### src/rtl/epreg_pkg.sv
package epreg_pkg;

    typedef enum logic [1:0] {
        HS_DISABLED = 2'd0,
        HS_STALL    = 2'd1,
        HS_NAK      = 2'd2,
        HS_VALID    = 2'd3
    } hs_state_t;

    typedef enum logic [1:0] {
        EPT_BULK    = 2'd0,
        EPT_CONTROL = 2'd1,
        EPT_ISO     = 2'd2,
        EPT_INTR    = 2'd3
    } ep_type_t;

    localparam int REG_W      = 16;
    localparam int DIR_N      = 2;   // index 0 = TX, index 1 = RX
    localparam int DIR_SLICE  = 4;   // status(2) + toggle + flag
    localparam int DIR_BASE0  = 4;
    localparam int DIR_STRIDE = 8;
    localparam int SETUP_POS  = 11;
    localparam int TYPE_LO    = 9;
    localparam int KIND_POS   = 8;
    localparam int ADDR_W     = 4;

endpackage

### src/rtl/epreg_flag.sv
module epreg_flag (
    input  logic clk,
    input  logic rst_n,
    input  logic cpu_we,
    input  logic cpu_bit,
    input  logic hw_set,
    output logic flag
);
    logic flag_q;
    logic flag_d;

    always_comb begin
        flag_d = flag_q;
        if (cpu_we && !cpu_bit) flag_d = 1'b0;
        if (hw_set)             flag_d = 1'b1;
    end

    always_ff @(posedge clk or negedge rst_n) begin
        if (!rst_n) flag_q <= 1'b0;
        else        flag_q <= flag_d;
    end

    assign flag = flag_q;


    flag_no_cpu_set_chk: assert property (@(posedge clk) disable iff (!rst_n)
        (!flag_q && !hw_set) |=> !flag_q);


    flag_hw_wins_chk: assert property (@(posedge clk) disable iff (!rst_n)
        hw_set |=> flag_q);

endmodule

### src/rtl/epreg_dir.sv
module epreg_dir
    import epreg_pkg::*;
(
    input  logic      clk,
    input  logic      rst_n,
    input  logic      cpu_we,
    input  logic [3:0] cpu_bits,   // {flag, toggle, status[1:0]}
    input  logic      hw_done,
    output logic      flag,
    output logic      toggle,
    output hs_state_t stat
);
    hs_state_t stat_q;
    hs_state_t stat_d;
    logic      tog_q;
    logic      tog_d;
    logic      cpu_flip_tog;

    epreg_flag u_flag (
        .clk     (clk),
        .rst_n   (rst_n),
        .cpu_we  (cpu_we),
        .cpu_bit (cpu_bits[3]),
        .hw_set  (hw_done),
        .flag    (flag)
    );

    assign cpu_flip_tog = cpu_we && cpu_bits[2];

    always_comb begin
        tog_d = tog_q ^ cpu_flip_tog ^ hw_done;
    end

    // handshake state machine: Complete wins, otherwise CPU flip moves it
    always_comb begin
        stat_d = stat_q;
        if (hw_done) begin
            stat_d = HS_NAK;
        end else if (cpu_we) begin
            unique case (stat_q)
                HS_DISABLED: stat_d = hs_state_t'(2'd0 ^ cpu_bits[1:0]);
                HS_STALL:    stat_d = hs_state_t'(2'd1 ^ cpu_bits[1:0]);
                HS_NAK:      stat_d = hs_state_t'(2'd2 ^ cpu_bits[1:0]);
                HS_VALID:    stat_d = hs_state_t'(2'd3 ^ cpu_bits[1:0]);
                default:     stat_d = HS_DISABLED;
            endcase
        end
    end

    always_ff @(posedge clk or negedge rst_n) begin
        if (!rst_n) begin
            stat_q <= HS_DISABLED;
            tog_q  <= 1'b0;
        end else begin
            stat_q <= stat_d;
            tog_q  <= tog_d;
        end
    end

    assign stat   = stat_q;
    assign toggle = tog_q;


    stat_nak_after_done_chk: assert property (@(posedge clk) disable iff (!rst_n)
        hw_done |=> (stat_q == HS_NAK));


    toggle_flip_chk: assert property (@(posedge clk) disable iff (!rst_n)
        (hw_done && !cpu_flip_tog) |=> (tog_q != $past(tog_q)));


    stat_hold_chk: assert property (@(posedge clk) disable iff (!rst_n)
        (!hw_done && !cpu_we) |=> $stable(stat_q));

endmodule

### src/rtl/epreg_fields.sv
module epreg_fields
    import epreg_pkg::*;
#(
    parameter int AW = ADDR_W
) (
    input  logic          clk,
    input  logic          rst_n,
    input  logic          cpu_we,
    input  logic [1:0]    wr_type,
    input  logic          wr_kind,
    input  logic [AW-1:0] wr_addr,
    output ep_type_t      ep_type,
    output logic          ep_kind,
    output logic [AW-1:0] ep_addr
);
    always_ff @(posedge clk or negedge rst_n) begin
        if (!rst_n) begin
            ep_type <= EPT_BULK;
            ep_kind <= 1'b0;
            ep_addr <= '0;
        end else if (cpu_we) begin
            ep_type <= ep_type_t'(wr_type);
            ep_kind <= wr_kind;
            ep_addr <= wr_addr;
        end
    end


    fields_hold_chk: assert property (@(posedge clk) disable iff (!rst_n)
        !cpu_we |=> ($stable(ep_type) && $stable(ep_kind) && $stable(ep_addr)));

endmodule

### src/rtl/epreg_ctrl.sv
module epreg_ctrl
    import epreg_pkg::*;
(
    input  logic        clk,
    input  logic        rst_n,
    input  logic        cpu_we,
    input  logic [15:0] cpu_wdata,
    output logic [15:0] rd_data,
    input  logic        hw_rx_done,
    input  logic        hw_tx_done,
    input  logic        hw_setup,
    output logic [1:0]  rx_stat,
    output logic [1:0]  tx_stat,
    output logic        rx_toggle,
    output logic        tx_toggle,
    output logic [1:0]  ep_type,
    output logic        ep_kind,
    output logic [3:0]  ep_addr
);
    logic      dir_done [DIR_N];
    logic      dir_flag [DIR_N];
    logic      dir_tog  [DIR_N];
    hs_state_t dir_stat [DIR_N];
    logic      setup_q;
    ep_type_t  type_w;
    logic      unused_wbit;

    assign dir_done[0] = hw_tx_done;
    assign dir_done[1] = hw_rx_done;
    assign unused_wbit = cpu_wdata[SETUP_POS];

    for (genvar d = 0; d < DIR_N; d++) begin : g_dir
        localparam int BASE = DIR_BASE0 + d * DIR_STRIDE;
        epreg_dir u_dir (
            .clk      (clk),
            .rst_n    (rst_n),
            .cpu_we   (cpu_we),
            .cpu_bits (cpu_wdata[BASE +: DIR_SLICE]),
            .hw_done  (dir_done[d]),
            .flag     (dir_flag[d]),
            .toggle   (dir_tog[d]),
            .stat     (dir_stat[d])
        );
    end

    epreg_fields #(.AW(ADDR_W)) u_fields (
        .clk     (clk),
        .rst_n   (rst_n),
        .cpu_we  (cpu_we),
        .wr_type (cpu_wdata[TYPE_LO +: 2]),
        .wr_kind (cpu_wdata[KIND_POS]),
        .wr_addr (cpu_wdata[ADDR_W-1:0]),
        .ep_type (type_w),
        .ep_kind (ep_kind),
        .ep_addr (ep_addr)
    );

    always_ff @(posedge clk or negedge rst_n) begin
        if (!rst_n)          setup_q <= 1'b0;
        else if (hw_rx_done) setup_q <= hw_setup;
    end

    always_comb begin
        rd_data = '0;
        for (int d = 0; d < DIR_N; d++) begin
            rd_data[DIR_BASE0 + d*DIR_STRIDE +: DIR_SLICE] =
                {dir_flag[d], dir_tog[d], dir_stat[d]};
        end
        rd_data[SETUP_POS]     = setup_q;
        rd_data[TYPE_LO +: 2]  = type_w;
        rd_data[KIND_POS]      = ep_kind;
        rd_data[ADDR_W-1:0]    = ep_addr;
    end

    assign rx_stat   = dir_stat[1];
    assign tx_stat   = dir_stat[0];
    assign rx_toggle = dir_tog[1];
    assign tx_toggle = dir_tog[0];
    assign ep_type   = type_w;


    setup_cpu_ignored_chk: assert property (@(posedge clk) disable iff (!rst_n)
        !hw_rx_done |=> $stable(setup_q));


    setup_input_rule_chk: assert property (@(posedge clk) disable iff (!rst_n)
        hw_setup |-> hw_rx_done);

endmodule

### config.mk
export PLATFORM = sky130hd
export DESIGN_NAME = epreg_ctrl
export DESIGN_NICKNAME = d
export VERILOG_FILES = /design/src/rtl/epreg_pkg.sv /design/src/rtl/epreg_flag.sv /design/src/rtl/epreg_dir.sv /design/src/rtl/epreg_fields.sv /design/src/rtl/epreg_ctrl.sv
export SDC_FILE = /design/constraint.sdc
export NUM_CORES = 1
export LEC_CHECK = 0
export BUFFER_PORTS_ARGS = -buffer_cell sky130_fd_sc_hd__buf_2
export CAP_MARGIN = 10
export CORE_MARGIN = 10
export CORE_UTILIZATION = 37
export CTS_CLUSTER_DIAMETER = 80
export DETAILED_ROUTE_END_ITERATION = 8
export PLACE_DENSITY = 0.79
export RECOVER_POWER = 50
export SETUP_SLACK_MARGIN = 0.1
export SLEW_MARGIN = 20
export SYNTH_ARGS = -nofsm -noshare
export SYNTH_HDL_FRONTEND = slang
export SYNTH_SLANG_ARGS = --single-unit
### constraint.sdc
create_clock -name clk -period 0.8 [get_ports clk]
set_input_delay 0.04 -clock clk [delete_from_list [all_inputs] [get_ports clk]]
set_output_delay 0.04 -clock clk [all_outputs]
set_load 0.02 [all_outputs]
==> flow_metrics.tcl <==
set metrics [dict create \
    cp_cell_sequence "buf_6" \
    rows 16 \
    root_buffer "clkbuf_4" \
    syn_to_final_growth_pct 59.9 \
    post-route-drc-count 0 \
    ant_nets 0 \
    powerDensity_nw_per_um2 2140 \
    critical_path_class "reg2out" \
    finalCritPeriodShare_pct 116 \
    slowest_delay_ns 0.45 \
    slew_violations 0 \
    failed_checks "hold timing, setup timing" \
    rsz0062_at_grt "true" \
    fin_crit_ns 0.924 \
    stdcell_area_sq_um 1270 \
    mostFrequentLayoutCells "26 x buf_6, 20 x buf_2, 13 x dfrtp_2" \
    cts.htree.levels 1 \
    wire_per_inst_um 15.7 \
    num_vias 613 \
    gp_congestion 0.767 \
    placement.io_buffers 49 \
    slew_headroom_pct 73.5 \
    setup_violations 37 \
    insertion_delay_ns 0.29 \
    ys_seq_area_share_pct 50.5 \
    path_max_fanout 3 \
    place_ws_ns -0.0121 \
    synth_area_sq_um 793 \
    fmax_ghz 1.08 \
    nFillCells 159 \
    end_kind "output port" \
    grt_max_degree 17 \
    hold_buffers 6 \
    die_h_um 66.3 \
    placed_area_sq_um 973 \
    clock_sinks 16 \
    cts_buffers 3 \
    syn_nets 86 \
    first_pass_iters 4 \
    final_hold_viol_count 8 \
    max-vdd-ir-drop_mv 1.44 \
    power_mw 2.71 \
    critPathLaunchType "register" \
    ys_types 15 \
    start_util_pct 39.6 \
    drv_cap 0 \
    antenna_cells 0 \
    antenna_found_initial 0 \
    grt_pass1_wl_mm 3.22 \
    drive_above_1_share_pct 75.2 \
    outcome "complete, but fails checks" \
    required_ns 0.76 \
    slowest_stage "dfrtp_2" \
    synthCells 64 \
    cts_tree "yes" \
    die_area_sq_um 4400 \
    syn_area_per_cell_sq_um 12.4 \
    leakagePower_nw 0.593 \
    finalClockSkew_ns 0 \
    drtIter0Drc 25 \
    cts_max_path_buffers 2 \
    routed_wl_mm 2.14 \
    nets 132 \
    clk_pin_slew_worst_paths_ns 0.10 \
    holdWs_ns -0.0247 \
    cp_top_family "flip-flops" \
    viasPerCell 4.51 \
    hp-class "in2reg" \
    worst_slack_ns -0.124 \
    boundaryPins 51 \
    worst_slew_pin_slew_ns 0.398 \
    arrival_ns 0.88 \
    grt_pass1_vias 693 \
    core_region_area_sq_um 2000 \
    overflow 0 \
    ys_ff_latch 16 \
    track_usage_pct 9.45 \
    final_common_cell "buf_6" \
    synth_warnings 0 \
    crit_buf_inv 1 \
    die_w_um 66.3 \
]
-- stage by stage --
stage / util, % / hold slack [ns] / instances / setup TNS, ns
after floorplan: - / -0.256 / 64 / -0.273
after global placement: 48.6 / -0.0318 / 124 / 0
after detailed placement: 48.6 / -0.0303 / 124 / -0.0198
after CTS: 58.8 / -0.0285 / 135 / -3.37
after global routing: 63.4 / -0.0301 / 136 / -4.29
final: 63.4 / -0.0247 / 136 / -3.13
-- report_power, final --
part | total [mW] | leakage (nW) | switching, mW | internal, mW
registers | 1.08 | 0.170 | 0.144 | 0.941
logic | 1.09 | 0.402 | 0.506 | 0.587
clock network | 0.537 | 0.0210 | 0.260 | 0.277
total | 2.71 | 0.593 | 0.909 | 1.81
-- logic make-up after synthesis --
kind of cell | after synthesis | synth area share (%)
buf+inv | 18 | 18.0
flops | 16 | 50.5
simple gates | 8 | 5.99
mux | 8 | 11.4
xor+xnor | 4 | 4.42
compound gates | 10 | 9.78
-- sequential cells by signal, summed over array words and instances (netlist names) --
| name | flops |
|---|---|
| g_dir.u_dir.u_flag.flag | 2 |
| setup_q | 1 |
| u_fields.ep_addr | 4 |
| g_dir.u_dir.toggle | 2 |
| u_fields.ep_type | 2 |
| g_dir.u_dir.stat | 4 |
| u_fields.ep_kind | 1 |
-- layer usage --
layer / global-route usage, % / up-vias / part of all wire, %
met5: 0 / - / 0
met3: 2.71 / 4 / 8.7
met2: 17.7 / 28 / 56
met1: 8.53 / 294 / 33
li1: - / 287 / -
met4: 6.28 / 0 / 2.2
-- cell usage after synthesis --
cell type | count | area share, %
a21oi_2 | 2 | 2.2
nand3b_1 | 2 | 1.9
nand2_1 | 2 | 0.95
dfrtp_1 | 16 | 50
a21o_1 | 2 | 1.9
and3_1 | 2 | 1.6
buf_6 | 2 | 2.8
nand2b_1 | 2 | 1.6
xor2_1 | 2 | 2.2
xnor2_1 | 2 | 2.2
buf_4 | 16 | 15
a21bo_1 | 2 | 2.5
mux2_2 | 8 | 11
a21oi_1 | 2 | 1.3
o21bai_1 | 2 | 1.9
-- worst paths after layout --
check	slack, ns	endpoint	cells after the start	from
min in group asynchronous	0.22	g_dir[1].u_dir.u_flag.flag	2	rst_n
worst max-delay path	-0.12	rd_data[14]	1	g_dir[1].u_dir.toggle
worst min-delay path	-0.02	setup_q	2	hw_setup
worst min register to register	0.55	u_fields.ep_addr[3]	1	u_fields.ep_addr[3]
worst max register to register	-0.05	g_dir[1].u_dir.toggle	2	g_dir[1].u_dir.toggle
max in group asynchronous	0.27	u_fields.ep_addr[0]	2	rst_n
-- final cells by class --
cell class | count | area [sq um] | area share, %
sequential | 16 | 417 | 32.8
multi-input combinational | 30 | 267 | 21.0
timing repair buffer | 59 | 515 | 40.6
clock buffer | 4 | 36.3 | 2.86
tap | 27 | 33.8 | 2.66
-- what timing repair did --
item | 4_1_cts | 5_1_grt
pin swaps | 4 | 1
resized for setup | 32 | 25
setup endpoints to repair | 43 | 45
hold endpoints to repair | 28 | 8
cloned | 0 | 0
buffers inserted | 1 | 1
No activity file was read; power rests on OpenSTA's default activity.
